`src/rtl/btas_pkg.sv`:
```
package btas_pkg;
  typedef enum logic {ST_IDLE, ST_RUN} btas_st_e;
  typedef enum logic [1:0] {
    SRC_REG  = 2'd0,
    SRC_ORIG = 2'd1,
    SRC_END  = 2'd2,
    SRC_PC   = 2'd3
  } btas_src_e;
endpackage

```
`src/rtl/btas_plan.sv`:
```
module btas_plan #(
  parameter int AW     = 32,
  parameter int NREG   = 16,
  parameter int WORD_B = 4
) (
  input  logic [NREG-1:0]         reg_list,
  input  logic [AW-1:0]           base_addr,
  input  logic [$clog2(NREG)-1:0] base_reg,
  input  logic                    pre_idx,
  input  logic                    up_dir,
  input  logic                    is_load,
  input  logic                    user_sel,
  input  logic                    wb_req,
  output logic [NREG-1:0]         eff_list,
  output logic [AW-1:0]           first_addr,
  output logic [AW-1:0]           end_base,
  output logic                    user_eff,
  output logic                    psr_req,
  output logic                    wb_eff
);
  localparam int CNT_W = $clog2(NREG + 1);

  function automatic logic [CNT_W-1:0] ones(input logic [NREG-1:0] m);
    logic [CNT_W-1:0] c;
    c = '0;
    for (int i = 0; i < NREG; i++) c = c + CNT_W'(m[i]);
    return c;
  endfunction

  function automatic logic [AW-1:0] span_bytes(input logic [CNT_W-1:0] n);
    return AW'(n) * AW'(WORD_B);
  endfunction

  logic             empty;
  logic [CNT_W-1:0] cnt;
  logic [AW-1:0]    span;
  logic [AW-1:0]    low;
  logic             step_first;

  always_comb begin
    empty      = (reg_list == '0);
    cnt        = empty ? CNT_W'(NREG) : ones(reg_list);
    span       = span_bytes(cnt);
    low        = up_dir ? base_addr : base_addr - span;
    step_first = up_dir ? pre_idx : !pre_idx;
    first_addr = (empty && is_load) ? base_addr
               : low + (step_first ? AW'(WORD_B) : '0);
    end_base   = up_dir ? base_addr + span : base_addr - span;
    user_eff   = user_sel && !(is_load && reg_list[NREG-1]);
    psr_req    = user_sel && is_load && reg_list[NREG-1];
    wb_eff     = wb_req && !(is_load && reg_list[base_reg]);
    eff_list   = empty ? {1'b1, {(NREG-1){1'b0}}} : reg_list;
  end
endmodule

```
`src/rtl/btas_pick.sv`:
```
module btas_pick #(
  parameter int NREG = 16
) (
  input  logic [NREG-1:0]         mask,
  output logic [$clog2(NREG)-1:0] idx,
  output logic                    only_one
);
  localparam int IDX_W = $clog2(NREG);

  always_comb begin
    idx = '0;
    for (int i = NREG - 1; i >= 0; i--) begin
      if (mask[i]) idx = IDX_W'(i);
    end
    only_one = (mask != '0) && ((mask & (mask - NREG'(1))) == '0);
  end
endmodule

```
`src/rtl/btas_wsel.sv`:
```
module btas_wsel #(
  parameter int AW   = 32,
  parameter int NREG = 16
) (
  input  logic                    is_load,
  input  logic                    first,
  input  logic [$clog2(NREG)-1:0] cur_idx,
  input  logic [$clog2(NREG)-1:0] base_reg,
  input  logic [AW-1:0]           orig_base,
  input  logic [AW-1:0]           end_base,
  input  logic [AW-1:0]           pc_val,
  output logic [1:0]              src,
  output logic [AW-1:0]           data
);
  import btas_pkg::*;
  localparam int IDX_W = $clog2(NREG);

  btas_src_e sel;

  always_comb begin
    if (is_load)                   sel = SRC_REG;
    else if (cur_idx == base_reg)  sel = first ? SRC_ORIG : SRC_END;
    else if (cur_idx == IDX_W'(NREG - 1)) sel = SRC_PC;
    else                           sel = SRC_REG;
    unique case (sel)
      SRC_ORIG: data = orig_base;
      SRC_END:  data = end_base;
      SRC_PC:   data = pc_val;
      default:  data = '0;
    endcase
    src = sel;
  end
endmodule

```
`src/rtl/btas_seq.sv`:
```
module btas_seq #(
  parameter int AW     = 32,
  parameter int NREG   = 16,
  parameter int WORD_B = 4,
  parameter int PC_OFS = 12
) (
  input  logic                    clk,
  input  logic                    rst_n,
  input  logic                    start_valid,
  output logic                    start_ready,
  input  logic [NREG-1:0]         reg_list,
  input  logic [AW-1:0]           base_addr,
  input  logic [AW-1:0]           insn_addr,
  input  logic [$clog2(NREG)-1:0] base_reg,
  input  logic                    pre_idx,
  input  logic                    up_dir,
  input  logic                    wb_req,
  input  logic                    is_load,
  input  logic                    user_sel,
  output logic                    acc_valid,
  input  logic                    acc_ready,
  output logic [AW-1:0]           acc_addr,
  output logic [$clog2(NREG)-1:0] acc_reg,
  output logic                    acc_seq,
  output logic                    acc_user,
  output logic [1:0]              acc_src,
  output logic [AW-1:0]           acc_data,
  output logic                    done,
  output logic                    wb_we,
  output logic [AW-1:0]           wb_value,
  output logic                    status_restore
);
  import btas_pkg::*;
  localparam int IDX_W = $clog2(NREG);

  btas_st_e         state;
  logic [NREG-1:0]  rem;
  logic [AW-1:0]    cur_addr;
  logic             seq_q, ld_q, user_q, wbe_q, psr_q;
  logic [IDX_W-1:0] base_q;
  logic [AW-1:0]    orig_q, end_q, pc_q, wb_val_q;
  logic             done_q, wb_we_q, rst_q;

  logic [NREG-1:0]  p_list;
  logic [AW-1:0]    p_first, p_end;
  logic             p_user, p_psr, p_wb;
  logic [IDX_W-1:0] cur_idx;
  logic             only_one;

  // named events
  logic cmd_take, acc_fire, last_fire;

  btas_plan #(.AW(AW), .NREG(NREG), .WORD_B(WORD_B)) u_plan (
    .reg_list(reg_list), .base_addr(base_addr), .base_reg(base_reg),
    .pre_idx(pre_idx), .up_dir(up_dir), .is_load(is_load),
    .user_sel(user_sel), .wb_req(wb_req), .eff_list(p_list),
    .first_addr(p_first), .end_base(p_end), .user_eff(p_user),
    .psr_req(p_psr), .wb_eff(p_wb)
  );

  btas_pick #(.NREG(NREG)) u_pick (
    .mask(rem), .idx(cur_idx), .only_one(only_one)
  );

  btas_wsel #(.AW(AW), .NREG(NREG)) u_wsel (
    .is_load(ld_q), .first(!seq_q), .cur_idx(cur_idx), .base_reg(base_q),
    .orig_base(orig_q), .end_base(end_q), .pc_val(pc_q),
    .src(acc_src), .data(acc_data)
  );

  assign start_ready = (state == ST_IDLE);
  assign cmd_take    = start_valid && start_ready;
  assign acc_valid   = (state == ST_RUN);
  assign acc_fire    = acc_valid && acc_ready;
  assign last_fire   = acc_fire && only_one;

  assign acc_addr       = cur_addr;
  assign acc_reg        = cur_idx;
  assign acc_seq        = seq_q;
  assign acc_user       = user_q;
  assign done           = done_q;
  assign wb_we          = wb_we_q;
  assign wb_value       = wb_val_q;
  assign status_restore = rst_q;

  always_ff @(posedge clk or negedge rst_n) begin
    if (!rst_n) begin
      state    <= ST_IDLE;
      rem      <= '0;
      cur_addr <= '0;
      seq_q    <= 1'b0;
      ld_q     <= 1'b0;
      user_q   <= 1'b0;
      wbe_q    <= 1'b0;
      psr_q    <= 1'b0;
      base_q   <= '0;
      orig_q   <= '0;
      end_q    <= '0;
      pc_q     <= '0;
      wb_val_q <= '0;
      done_q   <= 1'b0;
      wb_we_q  <= 1'b0;
      rst_q    <= 1'b0;
    end else begin
      done_q  <= 1'b0;
      wb_we_q <= 1'b0;
      rst_q   <= 1'b0;
      if (cmd_take) begin
        state    <= ST_RUN;
        rem      <= p_list;
        cur_addr <= p_first;
        seq_q    <= 1'b0;
        ld_q     <= is_load;
        user_q   <= p_user;
        wbe_q    <= p_wb;
        psr_q    <= p_psr;
        base_q   <= base_reg;
        orig_q   <= base_addr;
        end_q    <= p_end;
        pc_q     <= insn_addr + AW'(PC_OFS);
      end else if (acc_fire) begin
        rem      <= rem & ~(NREG'(1) << cur_idx);
        cur_addr <= cur_addr + AW'(WORD_B);
        seq_q    <= 1'b1;
        if (last_fire) begin
          state    <= ST_IDLE;
          done_q   <= 1'b1;
          wb_we_q  <= wbe_q;
          rst_q    <= psr_q;
          wb_val_q <= end_q;
        end
      end
    end
  end
endmodule

```
`config.mk`:
```
export PLATFORM = sky130hd
export DESIGN_NAME = btas_seq
export DESIGN_NICKNAME = d
export VERILOG_FILES = /design/src/rtl/btas_pkg.sv /design/src/rtl/btas_plan.sv /design/src/rtl/btas_pick.sv /design/src/rtl/btas_wsel.sv /design/src/rtl/btas_seq.sv
export SDC_FILE = /design/constraint.sdc
export NUM_CORES = 1
export LEC_CHECK = 0
export BUFFER_PORTS_ARGS = -buffer_cell sky130_fd_sc_hd__buf_2
export CAP_MARGIN = 20
export CORE_UTILIZATION = 58
export DETAILED_ROUTE_END_ITERATION = 8
export HOLD_SLACK_MARGIN = 0.15
export PLACE_DENSITY = 0.82
export SLEW_MARGIN = 10
export SYNTH_ARGS = -nofsm -noshare
export SYNTH_HDL_FRONTEND = slang
export SYNTH_SLANG_ARGS = --single-unit
```
`constraint.sdc`:
```
create_clock -name clk -period 4.6 [get_ports clk]
set_input_delay 0.69 -clock clk [delete_from_list [all_inputs] [get_ports clk]]
set_output_delay 0.69 -clock clk [all_outputs]
set_load 0.02 [all_outputs]
```
==> reports/results.env <==
OUTCOME='complete, but fails checks'
VIOLATIONS='negative setup slack'
STARTPOINT_OF_THE_WORST_REGISTER_TO_REGISTER_PATH='rem[3]'
CLOCK_SINK_COUNT=187
TRITONCTS='yes'
INITIAL_CORE_UTIL_PCT=59.21
INSTANCES_NO_FILL=2170
PERIOD_NEEDED_NS=6.663
REPORT.FINAL.SLEW_VIOL_COUNT=0
ROOT_BUFFER='sky130_fd_sc_hd__clkbuf_16'
GRT_PASS1_WL_MICRONS=67490
FP.DIEH_MICRONS=151.5
PORT-BUFFER-COUNT=201
IRDROPWORSTVDD_V=0.0007304
CTSLONGESTPATHBUFFERS=2
GRTUSAGETOTAL_PCT=38.63
FIRST_ITER_VIOLATIONS=1328
DETAIL_ROUTE.VIAS_PER_CELL=6.362
REG2REG_TO='wb_value[9]'
WORST_SLEW_MARGIN_REL_PCT=30.25
YS_DOMINANT_REG_CELL='sky130_fd_sc_hd__dfrtp_1'
STD_CELL_ROWS=54
HOLDWS_NS=0.3878
STATIC-LEAKAGE-POWER_nW=8.137
MIN-DELAY-PATH-CLASS='input port to async pin'
WORST-ENDPOINT-REQUIRED_NS=4.93
SYNTH_COMPOUND_GATE_AREA_SHARE_PCT=16.07
WORSTSETUPENDPOINTTYPE='register'
SYNTH_ASYNC_SR_FLOP_SHARE_PCT=100.0
NETLIST.AREA_LEADER.SHARE_PCT=36.10
YOSYS.AREA_SHARE.ADDER_PCT=4.054
VIA_COUNT=13810
GP_ROUTABILITY_CONGESTION=1.002
YOSYSWARNINGCOUNT=0
CP-START-KIND='input port'
SYNTH_FP_NETS=1655
TRITONCTS.NUM_BUFFERS=17
YOSYS.CELL_TYPES.COUNT=81
SYNTH.YOSYS.SEQ_AREA_SHARE_PCT=36.10
GRT_OVERFLOW=0
SYNTH_TOP_FAMILY_BY_AREA='simple AND/OR/NAND/NOR gates'
DETAILED_PLACE_HPWL_MICRONS=31150
SETUP_TNS_NS=-77.16
PLACED_CELLS=2083
SYN-MEAN-INSTANCE-AREA_SQ_UM=8.482
CTS_H_TREE_LVLS=4
CLOCK_INSERTION_DELAY_WORST_SKEW_NS=0.45
ANT_NETS=0
WORSTPATHARRIVAL_NS=6.99
WORST_SLEW_PIN_SLEW_NS=1.042
AREA_GROWTH_PCT=37.02
TIMING_HOLD_VIOLATIONS_FINAL=0
YS_FF_LATCH=187
POST_DRT_WL_PER_CELL_MICRONS=21.59
ROUTED_WL_MICRONS=46850
SYN_INST=1528
SKEW_NS=0.02310
SETUP_SLACK_PLACEMENT_NS=-2.501
DRV_CAP=0
MAPPEDNETLISTAREA_SQ_UM=12960
NUMBER_OF_FLOPS_MAPPED_TO_ENABLE_CELLS_BY_YOSYS=0
DIE_AREA_SQ_UM=22950
RSZ_0062_RAISED_AFTER_GLOBAL_ROUTING='yes'
MAX_FREQ_MHz=150.1
FINAL_MIN_PERIOD_OVER_CLOCK_PERIOD_PCT=144.8
NUMBER_OF_GLOBAL_ROUTE_VIAS_BEFORE_REPAIR=12740
DRC_ERRORS=0
ANTENNA_VIOLATIONS_BEFORE_REPAIR=4
DRIVE_ABOVE_1_SHARE_PCT=36.98
FINAL_NETS=1999
WORSTSETUPPATHTYPE='input port to register'
SYNTH_XOR_AREA_SHARE_PCT=8.505
CORE_AREA_SQ_UM=21890
CRITICAL_PATH_PEAK_FANOUT=6
PNR_WORST_SETUP_SLACK_NS=-2.063
TOTAL_DESIGN_POWER_W=0.01269
SYNTH_TOP_CELLS_BY_AREA='sky130_fd_sc_hd__dfrtp_1 (36%), sky130_fd_sc_hd__nand2_1 (7.5%), sky130_fd_sc_hd__o21ai_0 (6.2%)'
REG2REG_SETUP_SLACK_NS=1.38
REG2REG_DEPTH=8
MUXSHAREOFSYNTHAREA_PCT=7.452
FLOORPLAN.DIE.WIDTH_MICRONS=151.5
CTS_CLK_PIN_SLEW_WORST_PATHS_NS=0.09
SYNTH_SIMPLE_GATE_AREA_SHARE_PCT=23.02
SETUP_VIOL=57
SYNTH_TOP_CELL_BY_AREA='sky130_fd_sc_hd__dfrtp_1'
FIRST_PASS_ITERS=6
POWERDENSITY_nW_PER_UM2=714.4
GRT_START_MAX_NET_PINS=121
TOP_LEVEL_PORTS=202
-- cell type report --
class                           count  area, sq um
Clock inverter                     15        207.7
Multi-Input combinational cell   1183         8916
Timing Repair Buffer              427         2943
Sequential cell                   187         4682
Fill cell                        1370         4131
Tap cell                          280        350.3
Clock buffer                       17        425.4
Antenna cell                        5        12.51
Inverter                           56        222.7
-- where the power goes --
part / switching (W) / total (W) / internal, W
clock: 0.000771 / 0.00161 / 0.000837
combinational: 0.00455 / 0.00797 / 0.00342
sequential: 0.000696 / 0.00311 / 0.00241
total: 0.00602 / 0.0127 / 0.00667
-- placed cells by master (no fill, tap or decap), drive strengths merged, types with 39 or more instances in the layout --
cell type and instances:
a211oi 39, a21oi 42, mux2i 47, nand2 258, nand3 50, xor2 61, dfrtp 187, nor2 86
inv 62, xnor2 64, o21ai 162, buf 426
-- how the worst max path moves through the flow --
stage | startpoint | end | slack, ns
after floorplan | reg_list[1] | acc_addr[30] | -2.24
final | reg_list[1] | acc_addr[16] | -2.06
after detailed placement | reg_list[1] | acc_addr[30] | -2.50
after CTS | reg_list[1] | acc_addr[30] | -1.82
after global placement | reg_list[1] | acc_addr[30] | -2.42
after global routing | reg_list[1] | acc_addr[27] | -2.12
-- synth_stat cells (all sizes together) (24+ instances only) --
library cell,n
nor2,86
mux2,34
buf,24
nor3,33
or4,38
xnor2,64
nand2,258
o21ai,162
nand3,50
clkbuf,78
and3,29
a21oi,42
a211oi,39
mux2i,47
xor2,61
dfrtp,187
inv,56
-- through the flow --
stage | utilization (%) | cell area (sq um)
final | 81.13 | 17760
after CTS | 78.15 | 17110
after global placement | 71.59 | 15670
after floorplan | - | 13340
after detailed placement | 71.59 | 15670
after global routing | 81.12 | 17760
-- state kept, by name (all words and copies together), names as in the netlist, 4 cells and up --
name,flops
pc_q,32
rem,16
base_q,4
wb_value,32
end_q,30
acc_addr,32
orig_q,32
-- worst max-delay path, cell delays in order --
cell,delay (ns)
sky130_fd_sc_hd__buf_8,0.09
sky130_fd_sc_hd__inv_8,0.03
sky130_fd_sc_hd__ha_4,0.25
sky130_fd_sc_hd__inv_2,0.03
sky130_fd_sc_hd__fa_1,0.49
sky130_fd_sc_hd__fa_1,0.43
sky130_fd_sc_hd__fa_1,0.52
sky130_fd_sc_hd__fa_1,0.45
sky130_fd_sc_hd__fa_2,0.37
sky130_fd_sc_hd__fa_2,0.42
sky130_fd_sc_hd__nand2b_4,0.17
sky130_fd_sc_hd__fa_2,0.39
sky130_fd_sc_hd__a211oi_4,0.36
sky130_fd_sc_hd__o211ai_4,0.18
sky130_fd_sc_hd__buf_4,0.20
sky130_fd_sc_hd__buf_4,0.17
sky130_fd_sc_hd__or2_4,0.27
sky130_fd_sc_hd__a21oi_4,0.15
sky130_fd_sc_hd__buf_4,0.13
sky130_fd_sc_hd__or2_4,0.17
sky130_fd_sc_hd__buf_4,0.16
sky130_fd_sc_hd__nand3_1,0.10
sky130_fd_sc_hd__xor2_1,0.24
sky130_fd_sc_hd__nor3b_2,0.46
sky130_fd_sc_hd__a211oi_2,0.05
-- layer usage --
layer / wire, microns / track usage, %
met5: 0 / 0
met4: 2635 / 19.75
met3: 4228 / 6.257
met2: 22430 / 64.54
met1: 17560 / 48.37
-- cell families (layout without fill, tap and decap cells) --
logic type                 Yosys count  in the layout
other                                0              5
xor gates and xnor gates           125            125
muxes                               86             86
buffers and inverters              158            515
AOI/OAI and AO/OA                  336            336
and+or+nand+nor                    601            601
adders and majority gates           35             35
DFF                                187            187
-- what timing repair did --
action                                  in CTS  in global routing
hold buffers                                 0                  0
endpoints found under the setup margin      88                 88
pin swaps                                   43                 57
buffers inserted                            28                 30
resized for setup                          129                 93
Note: power is estimated with default switching activity, not from simulation.
